**src/rtl/dskreg_pkg.sv**
```systemverilog
package dskreg_pkg;
  localparam int DEF_ADDR_W = 3;
  localparam int DEF_BUS_W  = 16;
  localparam int DEF_REG_W  = 8;
  localparam int DEF_CTL_ADDR = 6;

  // group decoded from the two active-low selects: bit0 = command, bit1 = control
  typedef enum logic [1:0] {
    GRP_NONE = 2'b00,
    GRP_CMD  = 2'b01,
    GRP_CTL  = 2'b10,
    GRP_BOTH = 2'b11
  } grp_e;

  function automatic grp_e grp_of(input logic cmd_n, input logic ctl_n);
    return grp_e'({~ctl_n, ~cmd_n});
  endfunction

  function automatic logic grp_legal(input grp_e g);
    return (g == GRP_CMD) || (g == GRP_CTL);
  endfunction
endpackage

```
**src/rtl/dskreg_sync.sv**
```systemverilog
module dskreg_sync #(
  parameter int W = 8,
  parameter int STAGES = 2,
  parameter logic [W-1:0] RST_VAL = '0
) (
  input  logic         clk,
  input  logic         rst_n,
  input  logic [W-1:0] d,
  output logic [W-1:0] q
);
  logic [W-1:0] stage [STAGES];

  genvar i;
  generate
    for (i = 0; i < STAGES; i++) begin : g_stage
      if (i == 0) begin : g_first
        always_ff @(posedge clk or negedge rst_n)
          if (!rst_n) stage[0] <= RST_VAL;
          else        stage[0] <= d;
      end else begin : g_next
        always_ff @(posedge clk or negedge rst_n)
          if (!rst_n) stage[i] <= RST_VAL;
          else        stage[i] <= stage[i-1];
      end
    end
  endgenerate

  assign q = stage[STAGES-1];
endmodule

```
**src/rtl/dskreg_strobe.sv**
```systemverilog
module dskreg_strobe
  import dskreg_pkg::*;
#(
  parameter int ADDR_W = DEF_ADDR_W,
  parameter int BUS_W  = DEF_BUS_W
) (
  input  logic              clk,
  input  logic              rst_n,
  input  logic              rd_s,
  input  logic              wr_s,
  input  grp_e              grp_s,
  input  logic [ADDR_W-1:0] addr_s,
  input  logic [BUS_W-1:0]  data_s,
  output logic              commit,
  output grp_e              w_grp,
  output logic [ADDR_W-1:0] w_addr,
  output logic [BUS_W-1:0]  w_data,
  output logic              rd_load,
  output logic              oe_q
);
  logic wr_d;
  logic rd_ok;

  // latest bus snapshot taken while the write strobe is still low
  always_ff @(posedge clk or negedge rst_n)
    if (!rst_n) begin
      w_grp  <= GRP_NONE;
      w_addr <= '0;
      w_data <= '0;
    end else if (!wr_s) begin
      w_grp  <= grp_s;
      w_addr <= addr_s;
      w_data <= data_s;
    end

  always_ff @(posedge clk or negedge rst_n)
    if (!rst_n) wr_d <= 1'b1;
    else        wr_d <= wr_s;

  assign commit = wr_s && !wr_d && grp_legal(w_grp);

  assign rd_ok   = !rd_s && grp_legal(grp_s);
  assign rd_load = rd_ok && !oe_q;

  always_ff @(posedge clk or negedge rst_n)
    if (!rst_n) oe_q <= 1'b0;
    else        oe_q <= rd_ok;
endmodule

```
**src/rtl/dskreg_regs.sv**
```systemverilog
module dskreg_regs
  import dskreg_pkg::*;
#(
  parameter int ADDR_W   = DEF_ADDR_W,
  parameter int BUS_W    = DEF_BUS_W,
  parameter int REG_W    = DEF_REG_W,
  parameter int CTL_ADDR = DEF_CTL_ADDR,
  localparam int NREG    = 2 ** ADDR_W,
  localparam int ST_W    = BUS_W + (NREG - 1) * REG_W + REG_W
) (
  input  logic              clk,
  input  logic              rst_n,
  input  logic              commit,
  input  grp_e              w_grp,
  input  logic [ADDR_W-1:0] w_addr,
  input  logic [BUS_W-1:0]  w_data,
  input  grp_e              r_grp,
  input  logic [ADDR_W-1:0] r_addr,
  output logic [BUS_W-1:0]  rdata,
  output logic [ST_W-1:0]   state
);
  logic [BUS_W-1:0] port_q;
  logic [REG_W-1:0] cmd_q [NREG];
  logic [REG_W-1:0] ctl_q;

  always_ff @(posedge clk or negedge rst_n)
    if (!rst_n) port_q <= '0;
    else if (commit && w_grp == GRP_CMD && w_addr == '0) port_q <= w_data;

  assign cmd_q[0] = '0;

  genvar i;
  generate
    for (i = 1; i < NREG; i++) begin : g_cmd
      always_ff @(posedge clk or negedge rst_n)
        if (!rst_n) cmd_q[i] <= '0;
        else if (commit && w_grp == GRP_CMD && w_addr == ADDR_W'(i))
          cmd_q[i] <= w_data[REG_W-1:0];
      assign state[BUS_W + (i-1)*REG_W +: REG_W] = cmd_q[i];
    end
  endgenerate

  always_ff @(posedge clk or negedge rst_n)
    if (!rst_n) ctl_q <= '0;
    else if (commit && w_grp == GRP_CTL && w_addr == ADDR_W'(CTL_ADDR))
      ctl_q <= w_data[REG_W-1:0];

  assign state[BUS_W-1:0]         = port_q;
  assign state[ST_W-1 -: REG_W]   = ctl_q;

  always_comb begin
    rdata = '0;
    if (r_grp == GRP_CMD) begin
      if (r_addr == '0) rdata = port_q;
      else              rdata = BUS_W'(cmd_q[r_addr]);
    end else if (r_grp == GRP_CTL && r_addr == ADDR_W'(CTL_ADDR)) begin
      rdata = BUS_W'(ctl_q);
    end
  end
endmodule

```
**src/rtl/dskreg_port.sv**
```systemverilog
module dskreg_port
  import dskreg_pkg::*;
#(
  parameter int ADDR_W   = DEF_ADDR_W,
  parameter int BUS_W    = DEF_BUS_W,
  parameter int REG_W    = DEF_REG_W,
  parameter int CTL_ADDR = DEF_CTL_ADDR
) (
  input  logic              clk,
  input  logic              rst_n,
  input  logic              cs_cmd_n,
  input  logic              cs_ctl_n,
  input  logic [ADDR_W-1:0] addr,
  input  logic              rd_n,
  input  logic              wr_n,
  input  logic [BUS_W-1:0]  bus_in,
  output logic [BUS_W-1:0]  bus_out,
  output logic              bus_oe
);
  localparam int NREG = 2 ** ADDR_W;
  localparam int ST_W = BUS_W + (NREG - 1) * REG_W + REG_W;
  localparam int SY_W = 4 + ADDR_W + BUS_W;
  localparam logic [SY_W-1:0] SY_RST = {4'b1111, {(ADDR_W + BUS_W){1'b0}}};

  logic [SY_W-1:0]   sy_q;
  logic              cmd_s, ctl_s, rd_s, wr_s;
  logic [ADDR_W-1:0] addr_s;
  logic [BUS_W-1:0]  data_s;
  grp_e              grp_s;

  logic              commit, rd_load, oe_q;
  grp_e              w_grp;
  logic [ADDR_W-1:0] w_addr;
  logic [BUS_W-1:0]  w_data;
  logic [BUS_W-1:0]  rdata;
  logic [ST_W-1:0]   state_flat;

  dskreg_sync #(.W(SY_W), .STAGES(2), .RST_VAL(SY_RST)) sync_i (
    .clk(clk), .rst_n(rst_n),
    .d({cs_cmd_n, cs_ctl_n, rd_n, wr_n, addr, bus_in}),
    .q(sy_q)
  );

  assign {cmd_s, ctl_s, rd_s, wr_s, addr_s, data_s} = sy_q;
  assign grp_s = grp_of(cmd_s, ctl_s);

  dskreg_strobe #(.ADDR_W(ADDR_W), .BUS_W(BUS_W)) strobe_i (
    .clk(clk), .rst_n(rst_n),
    .rd_s(rd_s), .wr_s(wr_s), .grp_s(grp_s), .addr_s(addr_s), .data_s(data_s),
    .commit(commit), .w_grp(w_grp), .w_addr(w_addr), .w_data(w_data),
    .rd_load(rd_load), .oe_q(oe_q)
  );

  dskreg_regs #(.ADDR_W(ADDR_W), .BUS_W(BUS_W), .REG_W(REG_W), .CTL_ADDR(CTL_ADDR)) regs_i (
    .clk(clk), .rst_n(rst_n),
    .commit(commit), .w_grp(w_grp), .w_addr(w_addr), .w_data(w_data),
    .r_grp(grp_s), .r_addr(addr_s), .rdata(rdata), .state(state_flat)
  );

  // read data is captured once, as the synchronized read strobe falls
  always_ff @(posedge clk or negedge rst_n)
    if (!rst_n)       bus_out <= '0;
    else if (rd_load) bus_out <= rdata;

  assign bus_oe = oe_q;
endmodule

```
**config.mk**
```make
export PLATFORM = sky130hd
export DESIGN_NAME = dskreg_port
export DESIGN_NICKNAME = d
export VERILOG_FILES = /design/src/rtl/dskreg_pkg.sv /design/src/rtl/dskreg_sync.sv /design/src/rtl/dskreg_strobe.sv /design/src/rtl/dskreg_regs.sv /design/src/rtl/dskreg_port.sv
export SDC_FILE = /design/constraint.sdc
export NUM_CORES = 1
export LEC_CHECK = 0
export ABC_AREA = 1
export BUFFER_PORTS_ARGS = -buffer_cell sky130_fd_sc_hd__buf_2
export CAP_MARGIN = 20
export CORE_UTILIZATION = 50
export CTS_CLUSTER_SIZE = 10
export DETAILED_ROUTE_END_ITERATION = 7
export GPL_TIMING_DRIVEN = 1
export PLACE_DENSITY = 0.73
export SYNTH_ARGS = -nofsm -noshare
export SYNTH_HDL_FRONTEND = slang
export SYNTH_SLANG_ARGS = --single-unit
```
**constraint.sdc**
```tcl
create_clock -name clk -period 2 [get_ports clk]
set_input_delay 0.1 -clock clk [delete_from_list [all_inputs] [get_ports clk]]
set_output_delay 0.1 -clock clk [all_outputs]
set_load 0.05 [all_outputs]
```
==> qor.csv <==
stage;metric;value;unit
logic_synthesis;Post-Synth XOR/XNOR Area;0;%
clock_tree;clk root buf;clkbuf_16;
logic_synthesis;top-count cell post-synth;nand2_1;
logic_synthesis;Seq/Total Area, Yosys;65.02;%
final_layout;multi-input logic area;0.001805;sq mm
grt;first-pass GRT wire length;22680;microns
drt;Via Count;4675;
drt;WL final;13670;microns
clock_tree;CTS tree;yes;
critical_path;Stages on worst setup path;7;
sta;slew margin rel.;60.88;%
logic_synthesis;Synth Flop Type;dfrtp_1;
critical_path;Data arrival, critical path;2150;ps
drt;Pre-Repair DR Iteration Count;5;
drt;initial drt markers;416;
sta;Final Cycle Share;90.48;%
logic_synthesis;Synth Area in Adders;0.7860;%
die;Die Y-Extent;114.9;microns
logic_synthesis;Synth Area in Compound Gates;9.825;%
placed_design;placer congestion estimate;0.8753;
critical_path;Startpoint Class;flop;
clock_tree;Clk pin slew, worst setup/hold paths;60;ps
critical_path;CP max stage cell;dfstp_2;
logic_synthesis;asr flop ratio synth;100.0;%
drt;ANT nets after route;0;
run;max cap viols;0;
die;die area;0.01319;sq mm
clock_tree;clock sinks;165;
grt;largest net degree at the start of global routing;61;
placed_design;Post-DP HPWL;8787;microns
logic_synthesis;Gate Count Post-Synth;674;
logic_synthesis;area leader, netlist;dfrtp_1;
critical_path;reg2reg path depth;7;
logic_synthesis;Post-synth EDFFs;0;
logic_synthesis;top cell type's share of synthesized area;61.31;%
sta;final hold violation count;0;
logic_synthesis;Synth Area in Simple Gates;17.59;%
critical_path;Req. time, crit path;2340;ps
worst_hold_path;HP Class;in -> async;
critical_path;Critical path buffers and inverters;2;
critical_path;crit path kind;reg -> reg;
logic_synthesis;synth cell count leaders;nand2_1 (192), dfrtp_1 (156), o21ai_0 (105);
final_layout;area delta synth->final;20.65;%
die;Initial Util;52.14;%
die;Core Box Area;0.01221;sq mm
drt;DRC;0;
critical_path;Largest stage delay, worst path;550;ps
logic_synthesis;most area-consuming cells after synthesis;dfrtp_1 (61%), nand2_1 (11%), o21ai_0 (8.3%);
sta;fin crit period;1810;ps
pwr;Total Power;7.973;mW
pwr;pwr/cell area;1038;mW/mm^2
outcome;status;finished clean;
final_layout;FILL cells;992;
logic_synthesis;mean area per synthesized cell;9.447;sq um
logic_synthesis;largest family of logic cells by synthesized area;simple AND/OR/NAND/NOR gates;
sta;Final TNS setup;0;ps
clock_tree;htree depth;4;
sta;worst slew pin tran;586.7;ps
critical_path;Top Family by Delay on Critical Path;flip-flops;
die;Chip Width;114.9;microns
sta;Slew Limit Fails;0;
die;number of top-level pins;42;
sta;final setup fails;0;
grt;total track usage;23.27;%
final_layout;share of cells above drive strength 1;14.44;%
drt;DR vias/cell;5.027;
clock_tree;maximum buffer depth of the clock tree;2;
logic_synthesis;Netlist Area Pre-Place;0.006367;sq mm
pwr;static leakage;3.661;nW
logic_synthesis;Yosys cell types;23;
clock_tree;Clock Latency Late Sink;430;ps
grt;initial antenna violation count;0;
sta;Hold WS;236.1;ps
sta;Max Clk Rate;552.6;MHz
final_layout;Register Area;0.004140;sq mm
logic_synthesis;mux share of post-synthesis cell area;0;%
critical_path;CP max FO;8;
final_layout;final net count;778;
logic_synthesis;syn_nets;703;
logic_synthesis;Synth Register Bits;165;
final_layout;antenna diode count;0;
pwr;Max IR drop VDD;0.0009009;V
final_layout;fin util;62.91;%
grt;Overflow after GRT;0;
logic_synthesis;Synth Warn #;0;
clock_tree;TritonCTS Buffers;17;
grt;vias in the first global route;4505;
sta;clock skew;9.399;ps
critical_path;worst-path cell chain;inv_1 > ha_1 > nor2_1 > nand2_1 > clkinv_1 > nand3_1 > o21ai_0;
drt;WL/cell;14.70;microns
die;FP Rows;40;
critical_path;CP Capture Type;flop;
placed_design;# port buffers;41;
sta;RSZ-0062 raised after global routing;false;
## per-stage QoR
| step | cell area [sq um] | instances | setup slack [ps] |
|---|---|---|---|
| after floorplan | 6367 | 674 | 313.7 |
| after CTS | 7646 | 927 | 84.33 |
| after global placement | 6805 | 871 | 145.4 |
| after global routing | 7682 | 930 | 14.89 |
| after detailed placement | 6805 | 871 | 112.6 |
| final | 7682 | 930 | 190.4 |
## final timing paths
check | startpoint | endpoint | slack, ps
min in group clk | rd_n | sync_i.stage[43] | 300
max in group asynchronous | rst_n | regs_i.state[63] | 1040
setup / recovery | sync_i.q[21] | bus_out[12] | 190
hold / removal | rst_n | regs_i.state[64] | 240
hold reg to reg | sync_i.stage[31] | sync_i.q[8] | 350
setup reg to reg | sync_i.q[21] | bus_out[12] | 190
## sequential cells by signal, summed over array words and instances, names as in the netlist
register,flops
sync_i.q,23
strobe_i.w_data,16
strobe_i.wr_d,1
regs_i.port_q,16
sync_i.stage,23
regs_i.state,56
regs_i.ctl_q,8
strobe_i.w_grp,2
strobe_i.w_addr,3
bus_out,16
strobe_i.oe_q,1
## area by class of cell
cell class                      count  share of cell area [%]
Clock buffer                       20                   5.945
Clock inverter                     12                   1.873
Inverter                           84                   4.104
Multi-Input combinational cell    397                   23.50
Sequential cell                   165                   53.89
Tap cell                          168                   2.736
Timing Repair Buffer               84                   7.948
## cells in the final DEF (no fill, tap or decap), types with 3 or more instances in the layout
cell type	count
nand3_1	51
dlygate4sd3_1	24
buf_2	40
buf_4	17
a21oi_1	16
inv_6	4
clkinv_4	3
dfrtp_1	156
nor2_1	15
o21ai_0	104
inv_1	80
clkinvlp_4	3
ha_1	4
nand2_1	191
clkinv_1	3
dfstp_2	9
o21ai_1	5
clkbuf_16	17
## power breakdown
part / switching, mW / leakage [nW] / internal [mW]
registers: 0.170 / 2.11 / 3.65
logic: 0.611 / 1.27 / 0.293
clock network: 1.32 / 0.284 / 1.92
total: 2.11 / 3.66 / 5.87
## what timing repair did
action / 4_1_cts / 5_1_grt
hold endpoints to repair: 78 / 0
buffers inserted: 0 / 3
endpoints found under the setup margin: 0 / 53
hold buffers: 24 / 0
resized for setup: 0 / 4
## metal layers
| metal | up-vias | GRT usage (%) | share of wire [%] |
|---|---|---|---|
| met1 | 2232 | 31.48 | 45 |
| li1 | 2274 | - | - |
| met5 | - | 0 | 0 |
| met3 | 21 | 5.430 | 5.4 |
| met4 | 0 | 9.091 | 1.8 |
| met2 | 148 | 36.71 | 48 |
## cells by family (layout without fill, tap and decap cells)
kind of cell | count (synthesis) | in the layout
AND/OR/NAND/NOR | 268 | 268
buffers and inverters | 112 | 200
flip-flops | 165 | 165
AO/OA/AOI/OAI | 125 | 125
adder cells (fa/ha/maj) | 4 | 4
(Power assumes the default switching activity.)
